==> src/rtl/blkio_pkg.sv <==
package blkio_pkg;
    localparam int DW      = 8;
    localparam int AW      = 16;
    localparam int T_PFX1  = 4;
    localparam int T_PFX2  = 5;
    localparam int T_XRD   = 3;
    localparam int T_XWR   = 4;
    localparam int T_GAP   = 5;
    localparam int T_REF   = 2;
    localparam int T_MAX   = 5;
    localparam int TCW     = $clog2(T_MAX + 1);
    localparam int FLAG_Z  = 6;
    localparam int FLAG_N  = 1;

    typedef enum logic [2:0] {
        S_IDLE, S_PFX1, S_PFX2, S_XRD, S_XWR, S_GAP
    } phase_t;
endpackage

==> src/rtl/blkio_regs.sv <==
module blkio_regs
    import blkio_pkg::*;
#(
    parameter int DATA_W = DW,
    parameter int ADDR_W = AW
) (
    input  logic              clk,
    input  logic              rst_n,
    input  logic              load,
    input  logic              capture,
    input  logic              step,
    input  logic              dir_in,
    input  logic [ADDR_W-1:0] hl_in,
    input  logic [DATA_W-1:0] b_in,
    input  logic [DATA_W-1:0] c_in,
    input  logic [DATA_W-1:0] flags_in,
    input  logic [DATA_W-1:0] data_in,
    output logic              dir,
    output logic [ADDR_W-1:0] hl,
    output logic [DATA_W-1:0] b,
    output logic [DATA_W-1:0] c,
    output logic [DATA_W-1:0] flags,
    output logic [DATA_W-1:0] latch,
    output logic              b_one
);
    assign b_one = (b == DATA_W'(1));

    always_ff @(posedge clk) begin
        if (!rst_n) begin
            dir   <= 1'b0;
            hl    <= '0;
            b     <= '0;
            c     <= '0;
            flags <= '0;
            latch <= '0;
        end else begin
            if (load) begin
                dir   <= dir_in;
                hl    <= hl_in;
                b     <= b_in;
                c     <= c_in;
                flags <= flags_in;
            end
            if (capture) begin
                latch <= data_in;
            end
            if (step) begin
                hl            <= hl - ADDR_W'(1);
                b             <= b - DATA_W'(1);
                flags[FLAG_Z] <= b_one;
                flags[FLAG_N] <= 1'b1;
            end
        end
    end

    // each step lowers both pointer and counter by one
    p_step_dec_r3: assert property (@(posedge clk) disable iff (!rst_n)
        step |=> (b == $past(b) - DATA_W'(1)) && (hl == $past(hl) - ADDR_W'(1)));

    // zero flag follows the counter after a step
    p_zflag_r8: assert property (@(posedge clk) disable iff (!rst_n)
        step |=> (flags[FLAG_Z] == (b == '0)) && flags[FLAG_N]);
endmodule

==> src/rtl/blkio_fsm.sv <==
module blkio_fsm
    import blkio_pkg::*;
(
    input  logic clk,
    input  logic rst_n,
    input  logic start,
    input  logic b_one,
    input  logic int_req,
    output logic busy,
    output logic load,
    output logic capture,
    output logic step,
    output logic rd_ph,
    output logic wr_ph,
    output logic refresh,
    output logic iter_end,
    output logic done,
    output logic restart
);
    phase_t         state, nxt;
    logic [TCW-1:0] tcnt;
    logic [TCW-1:0] len;
    logic           last;

    always_comb begin
        unique case (state)
            S_IDLE: len = TCW'(1);
            S_PFX1: len = TCW'(T_PFX1);
            S_PFX2: len = TCW'(T_PFX2);
            S_XRD:  len = TCW'(T_XRD);
            S_XWR:  len = TCW'(T_XWR);
            S_GAP:  len = TCW'(T_GAP);
            default: len = TCW'(1);
        endcase
    end

    assign last = (tcnt == len - TCW'(1));

    always_comb begin
        nxt = state;
        unique case (state)
            S_IDLE: if (start) nxt = S_PFX1;
            S_PFX1: nxt = S_PFX2;
            S_PFX2: nxt = S_XRD;
            S_XRD:  nxt = S_XWR;
            S_XWR:  nxt = b_one ? S_IDLE : S_GAP;
            S_GAP:  nxt = int_req ? S_IDLE : S_PFX1;
            default: nxt = S_IDLE;
        endcase
    end

    always_ff @(posedge clk) begin
        if (!rst_n) begin
            state <= S_IDLE;
            tcnt  <= '0;
        end else if (state == S_IDLE) begin
            state <= nxt;
            tcnt  <= '0;
        end else if (last) begin
            state <= nxt;
            tcnt  <= '0;
        end else begin
            tcnt  <= tcnt + TCW'(1);
        end
    end

    always_comb begin
        busy     = (state != S_IDLE);
        load     = (state == S_IDLE) && start;
        rd_ph    = (state == S_XRD);
        wr_ph    = (state == S_XWR);
        capture  = rd_ph && last;
        step     = wr_ph && last;
        done     = step && b_one;
        iter_end = (state == S_GAP) && last;
        restart  = iter_end && int_req;
        refresh  = (state == S_GAP) && (tcnt < TCW'(T_REF));
    end

    // the block is idle right after done
    p_done_idle_r9: assert property (@(posedge clk) disable iff (!rst_n)
        done |=> !busy);

    // refresh only inside a running gap, never with completion
    p_refresh_gap_r6: assert property (@(posedge clk) disable iff (!rst_n)
        refresh |-> busy && !done && !rd_ph && !wr_ph);

    // after a restart the block no longer runs
    p_restart_stop_r7: assert property (@(posedge clk) disable iff (!rst_n)
        restart |=> !busy);
endmodule

==> src/rtl/blkio_seq.sv <==
module blkio_seq
    import blkio_pkg::*;
(
    input  logic          clk,
    input  logic          rst_n,
    input  logic          start,
    input  logic          dir_in,
    input  logic [AW-1:0] hl_in,
    input  logic [DW-1:0] b_in,
    input  logic [DW-1:0] c_in,
    input  logic [DW-1:0] flags_in,
    input  logic          int_req,
    input  logic [DW-1:0] data_in,
    output logic          io_rd,
    output logic          io_wr,
    output logic          mem_rd,
    output logic          mem_wr,
    output logic          refresh,
    output logic [AW-1:0] io_addr,
    output logic [AW-1:0] mem_addr,
    output logic [DW-1:0] data_out,
    output logic          busy,
    output logic          iter_end,
    output logic          done,
    output logic          restart,
    output logic [AW-1:0] hl_out,
    output logic [DW-1:0] b_out,
    output logic [DW-1:0] flags_out
);
    logic          load, capture, step, rd_ph, wr_ph, b_one, dir;
    logic [DW-1:0] c_reg, latch;

    blkio_fsm u_fsm (
        .clk     (clk),
        .rst_n   (rst_n),
        .start   (start),
        .b_one   (b_one),
        .int_req (int_req),
        .busy    (busy),
        .load    (load),
        .capture (capture),
        .step    (step),
        .rd_ph   (rd_ph),
        .wr_ph   (wr_ph),
        .refresh (refresh),
        .iter_end(iter_end),
        .done    (done),
        .restart (restart)
    );

    blkio_regs #(.DATA_W(DW), .ADDR_W(AW)) u_regs (
        .clk     (clk),
        .rst_n   (rst_n),
        .load    (load),
        .capture (capture),
        .step    (step),
        .dir_in  (dir_in),
        .hl_in   (hl_in),
        .b_in    (b_in),
        .c_in    (c_in),
        .flags_in(flags_in),
        .data_in (data_in),
        .dir     (dir),
        .hl      (hl_out),
        .b       (b_out),
        .c       (c_reg),
        .flags   (flags_out),
        .latch   (latch),
        .b_one   (b_one)
    );

    always_comb begin
        io_rd    = rd_ph && dir;
        mem_rd   = rd_ph && !dir;
        mem_wr   = wr_ph && dir;
        io_wr    = wr_ph && !dir;
        io_addr  = {b_out, c_reg};
        mem_addr = hl_out;
        data_out = latch;
    end

    // strobes never overlap
    p_one_strobe_r2: assert property (@(posedge clk) disable iff (!rst_n)
        $onehot0({io_rd, io_wr, mem_rd, mem_wr, refresh}));

    // address and data hold for the whole write
    p_wr_hold_r1: assert property (@(posedge clk) disable iff (!rst_n)
        (mem_wr && $past(mem_wr)) |-> $stable(mem_addr) && $stable(data_out));

    // an interrupt window only opens while bytes remain
    p_window_nonzero_r4: assert property (@(posedge clk) disable iff (!rst_n)
        iter_end |-> (b_out != '0));
endmodule

==> config.mk <==
export PLATFORM = sky130hd
export DESIGN_NAME = blkio_seq
export DESIGN_NICKNAME = d
export VERILOG_FILES = /design/src/rtl/blkio_pkg.sv /design/src/rtl/blkio_regs.sv /design/src/rtl/blkio_fsm.sv /design/src/rtl/blkio_seq.sv
export SDC_FILE = /design/constraint.sdc
export NUM_CORES = 1
export LEC_CHECK = 0
export ABC_CLOCK_PERIOD_IN_PS = 3700
export BUFFER_PORTS_ARGS = -buffer_cell sky130_fd_sc_hd__buf_2
export CAP_MARGIN = 20
export CORE_MARGIN = 3
export CORE_UTILIZATION = 46
export DETAILED_ROUTE_END_ITERATION = 12
export PLACE_DENSITY = 0.82
export RECOVER_POWER = 50
export SLEW_MARGIN = 25
export SYNTH_ARGS = -nofsm -noshare
export SYNTH_HDL_FRONTEND = slang
export SYNTH_SLANG_ARGS = --single-unit
==> constraint.sdc <==
create_clock -name clk -period 3.7 [get_ports clk]
set_input_delay 0.74 -clock clk [delete_from_list [all_inputs] [get_ports clk]]
set_output_delay 0.74 -clock clk [all_outputs]
set_load 0.02 [all_outputs]
======== Word-level counts from Yosys, hierarchy flattened ========
Cells that the tools add are included.
operators by class
  equality and inequality tests ........... 7
  magnitude comparators ................... 1
  shift-type cells ........................ 0
  bitwise gates (word level) .............. 1
  add/sub/neg operators ................... 4
  multiply operators ...................... 0
  mux-type cells .......................... 14
  reduce and logical (&&, ||, !) cells .... 19
  div/mod/pow operators ................... 0
operators by type and width
  operator                                                                       number
  16-bit 2-to-1 mux                                                              2
  3-bit case mux with 6 select lines                                             1
  8-bit 2-to-1 mux                                                               2
  16-bit by 1-bit subtractor with 16-bit output (second input constant)          1
  3-bit 2-to-1 mux                                                               4
  1-bit logical AND                                                              11
  3-bit case mux with 3 select lines                                             1
  8-bit by 1-bit equality test with 1-bit output (second input constant)         1
  8-bit by 1-bit subtractor with 8-bit output (second input constant)            1
  7-bit 2-to-1 mux                                                               1
  3-bit by 2-bit equality test with 1-bit output (second input constant)         2
  3-bit equality test (second input constant)                                    2
  2-bit nonzero test                                                             2
  2-bit OR reduction                                                             2
  3-bit by 1-bit adder with 3-bit output (second input constant)                 1
  3-bit by 1-bit equality test with 1-bit output (second input constant)         1
  3-bit equality test                                                            1
  3-bit logical NOT                                                              1
  3-bit by 2-bit less-than comparator with 1-bit output (second input constant)  1
  1-bit 2-to-1 mux                                                               3
  3-bit nonzero test                                                             1
  3-bit OR reduction                                                             1
  3-bit by 1-bit subtractor with 3-bit output (second input constant)            1
  1-bit logical NOT                                                              1
  1-bit NOT                                                                      1
word-level totals
  bits of input ports ..................... 53
  bits in registers ....................... 55
  word-level logic and storage cells ...... 55
  bits in writable memories ............... 0
  output and inout port bits .............. 81
  memories kept ........................... 0
  bits in read-only memories .............. 0
  bits in latches ......................... 0

======== Longest topological paths before layout ========
Gate-level depths: netlist of run 1.
  depth after elaboration ................. 7
  depth in mapped cells ................... 11
  mapped depth without buffers ............ 8

======== Cells and area by module ========
From an unflattened synthesis of run 1, not the netlist that was laid out.
second synthesis, totals
  cells, all modules ...................... 355
  area, all modules ....................... 3002.9 µm²
by module, submodules not included
  module      cells each  seq. area each (µm²)  area an instance (µm²)  instances
  blkio_regs  251         980.9                 2244.7                  1
  blkio_fsm   76          120.1                 553.0                   1
  blkio_seq   28          0.0                   205.2                   1

======== Worst setup path before layout of run 1 ========
Ideal clock, no wire load.
  kind .................................... register to output
  start point ............................. register u_fsm.state[0]
  end point ............................... output restart
  slack ................................... 0.355 ns
  data required time ...................... 2.960 ns
  path buffers ............................ 1
  cell stages (with the launch flop) ...... 10
  arrival time ............................ 2.605 ns
  path through ............................ dfxtp_1 > clkbuf_1 > nor2b_1 > nand2_1 > ha_1 > xor2_1 > nor4b_1 > o21ai_0 > nor2_1 > and2_1
between the ends
  cells in the longest elaborated chain, start to end .. 7
  elaborated cells between the ends (all ways) .. 12
  those cells by class .................... add/sub (1); eq/ne (6); mux (1); reduce/logical (4)
RTL lines
  what                                                                          line             source
  from (decl)                                                                   blkio_fsm.sv:20  phase_t state, nxt;
  from (signal assigned)                                                        blkio_fsm.sv:57  state <= nxt;
  from (signal assigned)                                                        blkio_fsm.sv:60  state <= nxt;
  3-bit by 2-bit equality test with 1-bit output, or another cell as far along  blkio_fsm.sv:26  unique case (state)
  2-bit OR reduction (no line)                                                  n/a
  3-bit case mux with 3 select lines                                            blkio_fsm.sv:26
  3-bit by 1-bit subtractor with 3-bit output                                   blkio_fsm.sv:37  assign last = (tcnt == len - TCW'(1));
  3-bit equality test                                                           blkio_fsm.sv:37
  1-bit logical AND (*)                                                         blkio_fsm.sv:75  iter_end = (state == S_GAP) && last;
  via iter_end                                                                  blkio_seq.sv:23  output logic iter_end,
  1-bit logical AND (*)                                                         blkio_fsm.sv:76  restart = iter_end && int_req;
  to (decl)                                                                     blkio_seq.sv:25  output logic restart,
The timed path passes the listed nets; every way through them passes the cells marked *.

======== Worst setup path after layout of run 1 ========
  start point ............................. register u_fsm.state[0]
  end point ............................... output restart
between the ends
  cells in the longest elaborated chain, start to end .. 7
  elaborated cells between the ends (all ways) .. 12
  those cells by class .................... add/sub (1); eq/ne (6); mux (1); reduce/logical (4)
RTL lines
  what                                                                          line
  3-bit by 2-bit equality test with 1-bit output, or another cell as far along  blkio_fsm.sv:26
  2-bit OR reduction (no line)                                                  n/a
  3-bit case mux with 3 select lines                                            blkio_fsm.sv:26
  3-bit by 1-bit subtractor with 3-bit output                                   blkio_fsm.sv:37
  3-bit equality test                                                           blkio_fsm.sv:37
  1-bit logical AND (*)                                                         blkio_fsm.sv:75
  1-bit logical AND (*)                                                         blkio_fsm.sv:76
Mark *: on every way between the ends. The rest lies on a longest branch, timed or not.

==> results of run 1 <==
## through the flow
stage | hold WS (ps) | std cells | power [mW] | setup WS (ps) | instance area [sq um]
finish | 460 | 519 | 2.34 | 230 | 3360
CTS | 460 | 519 | 2.38 | 145 | 3440
global route | 485 | 519 | 2.51 | 30.1 | 3360
floorplan | 437 | 345 | 1.76 | 355 | 2810
global placement | 439 | 512 | 2.00 | 543 | 3350
detailed placement | 446 | 512 | 2.04 | 306 | 3350
## worst max path at each step
stage,startpoint,end,slack [ps],depth (start not counted)
after floorplan,u_fsm.state[0],restart,350,9
final,u_fsm.state[0],restart,230,9
after global routing,u_fsm.state[0],restart,30,9
after detailed placement,u_fsm.state[0],restart,310,9
after global placement,u_fsm.state[0],restart,540,9
after CTS,u_fsm.state[0],restart,150,9
## kinds of logic after synthesis
group	Yosys count
DFF	55
muxes	9
AOI/OAI and AO/OA	86
and+or+nand+nor	130
buffers and inverters	54
xor gates and xnor gates	6
adders and majority gates	5
## synthesized netlist by cell type (all sizes together), types with 5 or more instances
| cell | count | area share |
|---|---|---|
| o211ai | 9 | 0.024 |
| dfxtp | 55 | 0.39 |
| or3 | 6 | 0.017 |
| a21oi | 35 | 0.062 |
| nand2 | 43 | 0.058 |
| nand3 | 14 | 0.025 |
| nor3 | 8 | 0.014 |
| mux2i | 9 | 0.032 |
| ha | 5 | 0.022 |
| o21ai | 8 | 0.014 |
| inv | 10 | 0.013 |
| buf | 29 | 0.071 |
| clkbuf | 14 | 0.019 |
| nor2 | 33 | 0.044 |
## layout make-up
type / instances / area [sq um]
fill: 612 / 2350
multi-input combinational: 236 / 1420
sequential: 55 / 1100
timing repair buffer: 138 / 618
tap: 72 / 90.1
clock buffer: 6 / 82.6
inverter: 11 / 41.3
clock inverter: 1 / 5.00
## report_power, final
| part | total [mW] | internal, mW | switching [mW] | leakage [nW] |
|---|---|---|---|---|
| sequential | 0.861 | 0.714 | 0.148 | 0.451 |
| combinational | 1.15 | 0.389 | 0.757 | 0.906 |
| clock | 0.330 | 0.147 | 0.183 | 0.0470 |
## routing by layer
| metal | track usage | up-vias |
|---|---|---|
| li1 | - | 1408 |
| met1 | 0.284 | 1290 |
| met2 | 0.348 | 144 |
| met3 | 0.0701 | 4 |
| met4 | 0.0351 | 0 |
| met5 | 0 | - |
## repair_timing
item                                    in CTS  in global routing
setup buffers                                0                  0
endpoints found under the setup margin       1                  1
resized for setup                            1                  2
hold buffers                                 0                  0
## worst max-delay path: stages, from the launching register on
cell     delay [ps]
dfxtp_2         420
nor2b_1         240
nand2_1         130
ha_1            330
xor2_1          290
nor4b_2         350
o21ai_0         220
nor2_1          170
and2_1          130
buf_2           150
==> metrics.yaml, run 1 <==
cts.path.max_buffers: 2
wl_met1_um: 3350
r2r-start: "u_fsm.state[0]"
grt_usage: 0.215
whs_endpoint: "u_regs.c[3]"
drtIter0Drc: 159
largest_reg_flops: 16
root_buffer: "clkbuf_8"
rows: 27
drive_gt1_frac: 0.195
mostFrequentLayoutCells: "clkbuf_1 (68), buf_2 (65), dfxtp_1 (53), nand2_1 (43), a21oi_1 (35)"
nets: 505
syn-cell-area_sq_mm: 0.00281
min-delay-path-class: "register to register"
area_delta_synth_final_pct: 19.7
clk_latency_ps: 300
holdCritStartpoint: "u_regs.c[3]"
crit_path_end_kind: "output pin"
top_register: "u_regs.hl"
post-dp-hpwl_um: 5710
syn-instance-count: 345
syn_nets: 403
die_area_sq_mm: 0.00707
cap_violations: 0
die_h_um: 84.1
ys_warn_count: 0
status: "complete, no violations"
die_x_um: 84.1
max-vdd-ir-drop_mv: 0.280
setup_viol: 0
ys_seq_area_frac: 0.393
final_common_cell: "clkbuf_1"
core_area_sq_mm: 0.00571
worstMarginPinSlew_ps: 746
powerDensity_mw_per_mm2: 696
crit_type: "register to output pin"
synth_xor_area_frac: 0.0241
ys_ff_latch: 55
antenna_left: 0
r2r_slack_ps: 950
worst_ep_required_time_ps: 2960
min_period_ps: 3470
wire_per_inst_um: 15.1
slew_violations: 0
fmax_ghz: 0.288
ys.flop_type: "dfxtp_1"
gp_congestion: 0.905
grt_pass1_vias: 2589
top_layer: "met4"
timing.rr.end: "u_regs.hl[15]"
cp.arrival_ps: 2730
first_pass_iters: 4
io_pins: 134
synth_top_family_by_area: "simple AND/OR/NAND/NOR gates"
htreeDepth: 2
routed_wl_um: 7850
cp_max_fo: 9
route.met3.wl_um: 878
clock-sinks: 55
finClkSkew_ps: 10.8
reg2regPathDepth: 9
synth-edff-count: 0
finalCritPeriodShare: 0.938
grt_max_degree: 38
async_reset_ff_frac: 0
overflow: 0
drt_drc_violations_left: 0
antenna_found_initial: 0
n_antenna_cell: 0
synthAdderAreaFrac: 0.0223
dr_wl_met2_um: 3580
final_core_util: 0.588
muxShareOfSynthArea: 0.0321
p_leak_nw: 1.40
rsz0062_at_grt: "false"
initial_core_util: 0.491
relSlewSlack: 0.498
min_path_cells: 2
syn_avg_cell_area_sq_um: 8.13
yosysUniqueCellTypes: 55
cts_tree: "built"
synth-simple-area-share: 0.223
synth-compound-area-share: 0.201
critPathLaunchType: "register"
grt_pass1_wl_um: 12600
numCtsBuffers: 5
clk_pin_slew_ps: 90
hold_violations: 0
fin_tns_setup_ps: 0
vias: 2846
vias_per_cell: 5.48
numPortBuffers: 133
Power figures use the tool's default switching activity.
==> run 2: changes to the inputs <==
--- a/config.mk
+++ b/config.mk
@@ -9,9 +9,9 @@
 export BUFFER_PORTS_ARGS = -buffer_cell sky130_fd_sc_hd__buf_2
 export CAP_MARGIN = 20
 export CORE_MARGIN = 3
-export CORE_UTILIZATION = 46
+export CORE_UTILIZATION = 40
 export DETAILED_ROUTE_END_ITERATION = 12
-export PLACE_DENSITY = 0.82
+export PLACE_DENSITY = 0.73
 export RECOVER_POWER = 50
 export SLEW_MARGIN = 25
 export SYNTH_ARGS = -nofsm -noshare
==> constraint.sdc (replaced) <==
create_clock -name clk -period 3.7 [get_ports clk]
set_input_delay 0.74 -clock clk [delete_from_list [all_inputs] [get_ports clk]]
set_output_delay 0.74 -clock clk [all_outputs]
set_load 0.05 [all_outputs]
==> metrics.yaml, run 2 (synthesis gave the netlist of run 1 again) <==
drtIter0Drc: 180
grt_pass1_wl_um: 12900
vias: 2873
cts.path.max_buffers: 2
initial_core_util: 0.427
worstMarginPinSlew_ps: 888
clock-sinks: 55
rsz0062_at_grt: "false"
wire_per_inst_um: 14.7
mostFrequentLayoutCells: "clkbuf_1 (68), buf_2 (65), dfxtp_1 (54), nand2_1 (43), a21oi_1 (35)"
placed_cells: 535
crit_path_max_incr_delay_ps: 380
clk_pin_slew_ps: 100
die_h_um: 89.7
setup_viol: 0
hold_violations: 0
crit_path_end_kind: "output pin"
vias_per_cell: 5.29
p_total_mw: 2.83
fin_cells: 543
p_leak_nw: 1.43
powerDensity_mw_per_mm2: 822
critPathLaunchType: "register"
rows: 29
crit_type: "register to output pin"
status: "complete, no violations"
post-dp-hpwl_um: 5780
grt_usage: 0.188
largest_reg_flops: 16
io_pins: 134
r2r_slack_ps: 930
worst_ep_required_time_ps: 2960
cp.arrival_ps: 2750
routed_wl_um: 7960
htreeDepth: 2
drt_drc_violations_left: 0
cts_tree: "built"
cts_hold_buf: 0
finalCritPeriodShare: 0.944
die_x_um: 89.7
final_common_cell: "clkbuf_1"
top_register: "u_regs.hl"
fin_tns_setup_ps: 0
grt_pass1_vias: 2678
relSlewSlack: 0.407
clk_latency_ps: 300
cp_max_fo: 8
core_area_sq_mm: 0.00657
numPortBuffers: 133
numCtsBuffers: 5
finClkSkew_ps: 6.87
fmax_ghz: 0.286
drive_gt1_frac: 0.202
slew_violations: 0
n_antenna_cell: 0
root_buffer: "clkbuf_8"
max-vdd-ir-drop_mv: 0.296
cts_setup_buffers: 0
antenna_found_initial: 0
cpMaxStageDelayCell: "dfxtp_1"
min-delay-path-class: "register to register"
overflow: 0
gp_congestion: 0.837
antenna_left: 0
first_pass_iters: 4
min_period_ps: 3490
grt_max_degree: 28
die_area_sq_mm: 0.00805
cap_violations: 0
whs_ps: 459
nets: 507
area_delta_synth_final_pct: 22.8
path_cells: "xnor2_1 -> nor2_1 -> ha_1 -> xor2_2 -> nor4b_4 -> o21ai_1 -> nor2_4 -> and2_1 -> buf_2"
n_fill_cell: 689
[run 2: worst paths after layout]
kind                                      from            end  cells after the start
worst max-delay path            u_fsm.state[2]        restart                      9
worst min-delay path               u_regs.c[0]    u_regs.c[0]                      2
worst max register to register  u_fsm.state[2]  u_regs.hl[15]                      9
worst min register to register     u_regs.c[0]    u_regs.c[0]                      2
[run 2: critical path: cells and delay by family, from the launching register on]
| kind | cells | cell delay (ps) |
|---|---|---|
| simple gates | 4 | 670 |
| xor+xnor | 2 | 600 |
| flops | 1 | 380 |
| fa+ha+maj | 1 | 330 |
| buf+inv | 1 | 260 |
| compound gates | 1 | 200 |
[run 2: per-stage QoR]
stage / utilization / setup slack [ps] / cell area, sq um
floorplan: - / 113 / 2810
global placement: 0.517 / 326 / 3390
detailed placement: 0.517 / 141 / 3390
CTS: 0.535 / 47.5 / 3510
global route: 0.525 / 9.25 / 3450
finish: 0.525 / 208 / 3450
[run 2: layout make-up]
cell class | instances | area [sq um] | area share
clock inverter | 3 | 43.8 | 0.0127
clock buffer | 5 | 68.8 | 0.0200
multi-input combinational | 236 | 1440 | 0.418
tap | 93 | 116 | 0.0338
inverter | 11 | 41.3 | 0.0120
timing repair buffer | 140 | 633 | 0.184
sequential | 55 | 1100 | 0.320
[run 2: what timing repair did]
item,in CTS,in global routing
pin swaps,0,0
gates resized for setup,2,3
endpoints found under the setup margin,2,2
hold endpoints to repair,0,0
[run 2: power by group]
part | switching (mW) | total [mW] | internal, mW
combinational | 1.17 | 1.58 | 0.411
sequential | 0.134 | 0.846 | 0.712
clock | 0.202 | 0.404 | 0.202
total | 1.51 | 2.83 | 1.33
[run 2: layer usage]
| metal | track usage | wire length [um] |
|---|---|---|
| met1 | 0.243 | 3540 |
| met2 | 0.303 | 3650 |
| met3 | 0.0559 | 677 |
| met4 | 0.0562 | 104 |
| met5 | 0 | 0 |
==> run 3: changes to the inputs <==
--- a/config.mk
+++ b/config.mk
@@ -13,6 +13,7 @@
 export DETAILED_ROUTE_END_ITERATION = 12
 export PLACE_DENSITY = 0.73
 export RECOVER_POWER = 50
+export SETUP_SLACK_MARGIN = 0.5
 export SLEW_MARGIN = 25
 export SYNTH_ARGS = -nofsm -noshare
 export SYNTH_HDL_FRONTEND = slang
==> constraint.sdc (replaced) <==
create_clock -name clk -period 3.7 [get_ports clk]
set_input_delay 0.37 -clock clk [delete_from_list [all_inputs] [get_ports clk]]
set_output_delay 0.37 -clock clk [all_outputs]
set_load 0.05 [all_outputs]
==> metrics.yaml, run 3 (synthesis gave the netlist of run 1 again) <==
status: "complete, no violations"
gp_congestion: 0.846
htreeDepth: 2
rsz0062_at_grt: "false"
drive_gt1_frac: 0.207
top_register: "u_regs.hl"
wire_per_inst_um: 14.3
antenna_found_initial: 0
io_pins: 134
whs_endpoint: "u_regs.latch[1]"
post-dp-hpwl_um: 5680
root_buffer: "clkbuf_8"
cpMaxStageDelayCell: "dfxtp_2"
cts_tree: "built"
cp_max_fo: 9
holdCritStartpoint: "data_in[1]"
r2r_slack_ps: 980
min_path_cells: 3
grt_pass1_wl_um: 13000
r2r-start: "u_fsm.state[0]"
layout_setup_ws_ps: 687
place_area_sq_mm: 0.00340
grt_pass1_vias: 2644
clock-sinks: 55
setup_viol: 0
fmax_ghz: 0.332
path_cells: "nor2b_1 -> nand2_1 -> ha_1 -> xor2_2 -> nor4b_4 -> o21ai_2 -> nor2_4 -> and2_2 -> buf_2"
reg2regPathDepth: 9
n_antenna_cell: 0
worstMarginPinSlew_ps: 740
clk_latency_ps: 300
crit_path_max_incr_delay_ps: 430
wl_met1_um: 3420
largest_reg_flops: 16
grt_usage: 0.189
numPortBuffers: 133
area_delta_synth_final_pct: 22.2
overflow: 0
worst_ep_required_time_ps: 3330
slew_violations: 0
rows: 29
grt_max_degree: 39
cap_violations: 0
first_pass_iters: 4
critPathLaunchType: "register"
drtIter0Drc: 110
numCtsBuffers: 5
min_period_ps: 3010
fin_tns_setup_ps: 0
timing.rr.end: "u_regs.hl[15]"
antenna_left: 0
mostFrequentLayoutCells: "clkbuf_1 (70), buf_2 (65), dfxtp_1 (53), nand2_1 (43), a21oi_1 (35)"
die_h_um: 89.7
initial_core_util: 0.427
vias_per_cell: 5.20
routed_wl_um: 7760
dr_wl_met2_um: 3610
powerDensity_mw_per_mm2: 805
relSlewSlack: 0.502
top_layer: "met4"
max-vdd-ir-drop_mv: 0.313
fin_area_sq_mm: 0.00343
cts_setup_buffers: 0
finalCritPeriodShare: 0.814
cts_hold_buf: 0
die_x_um: 89.7
hold_violations: 0
dp_slack_ps: 575
drt_drc_violations_left: 0
cp.arrival_ps: 2640
clk_pin_slew_ps: 100
final_core_util: 0.522
crit_type: "register to output pin"
final_common_cell: "clkbuf_1"
finClkSkew_ps: 5.53
p_leak_nw: 1.42
die_area_sq_mm: 0.00805
route.met3.wl_um: 659
crit_path_end_kind: "output pin"
nets: 507
min-delay-path-class: "input port to register"
cts.path.max_buffers: 2
core_area_sq_mm: 0.00657
vias: 2826
[run 3: area by class of cell]
type,count,area (sq um)
timing repair buffer,140,633
clock inverter,1,5.00
tap,93,116
fill,669,3140
inverter,11,41.3
sequential,55,1100
multi-input combinational,236,1450
clock buffer,7,76.3
[run 3: per-stage QoR]
step                      cells  power (mW)  hold WS (ps)
after detailed placement    535        2.43           445
after global routing        543        2.94           294
final                       543        2.76           299
after global placement      535        2.42           438
after CTS                   543        2.78           286
after floorplan             345        2.14           437
[run 3: power breakdown]
part           switching (mW)  internal [mW]
Combinational            1.16          0.413
Sequential              0.148          0.714
Clock                   0.189          0.134
Total                    1.50           1.26
[run 3: worst max-delay path by stage]
stage                         startpoint  endpoint  slack, ps  cells past startpoint
after floorplan           u_fsm.state[0]   restart        600                      9
after global placement    u_fsm.state[0]   restart        700                      9
after detailed placement  u_fsm.state[0]   restart        580                      9
after CTS                 u_fsm.state[0]   restart        510                      9
after global routing      u_fsm.state[0]   restart        510                      9
final                     u_fsm.state[0]   restart        690                      9
[run 3: per-layer routing]
metal / GRT usage / vias to the layer above
met3: 0.0543 / 6
met4: 0.0409 / 0
li1: - / 1406
met5: 0 / -
met2: 0.315 / 115
met1: 0.246 / 1299
[run 3: critical path, delay by kind of cell (launching register included)]
| kind | cells | cell delay [ps] |
|---|---|---|
| AO/OA/AOI/OAI | 1 | 150 |
| XOR/XNOR | 1 | 240 |
| adder cells (fa/ha/maj) | 1 | 350 |
| buffers and inverters | 1 | 250 |
| flip-flops | 1 | 430 |
| AND/OR/NAND/NOR | 5 | 930 |
[run 3: repair_timing]
action	4_1_cts	5_1_grt
endpoints found under the setup margin	2	3
endpoints found under the hold margin	0	0
resized for setup	3	5
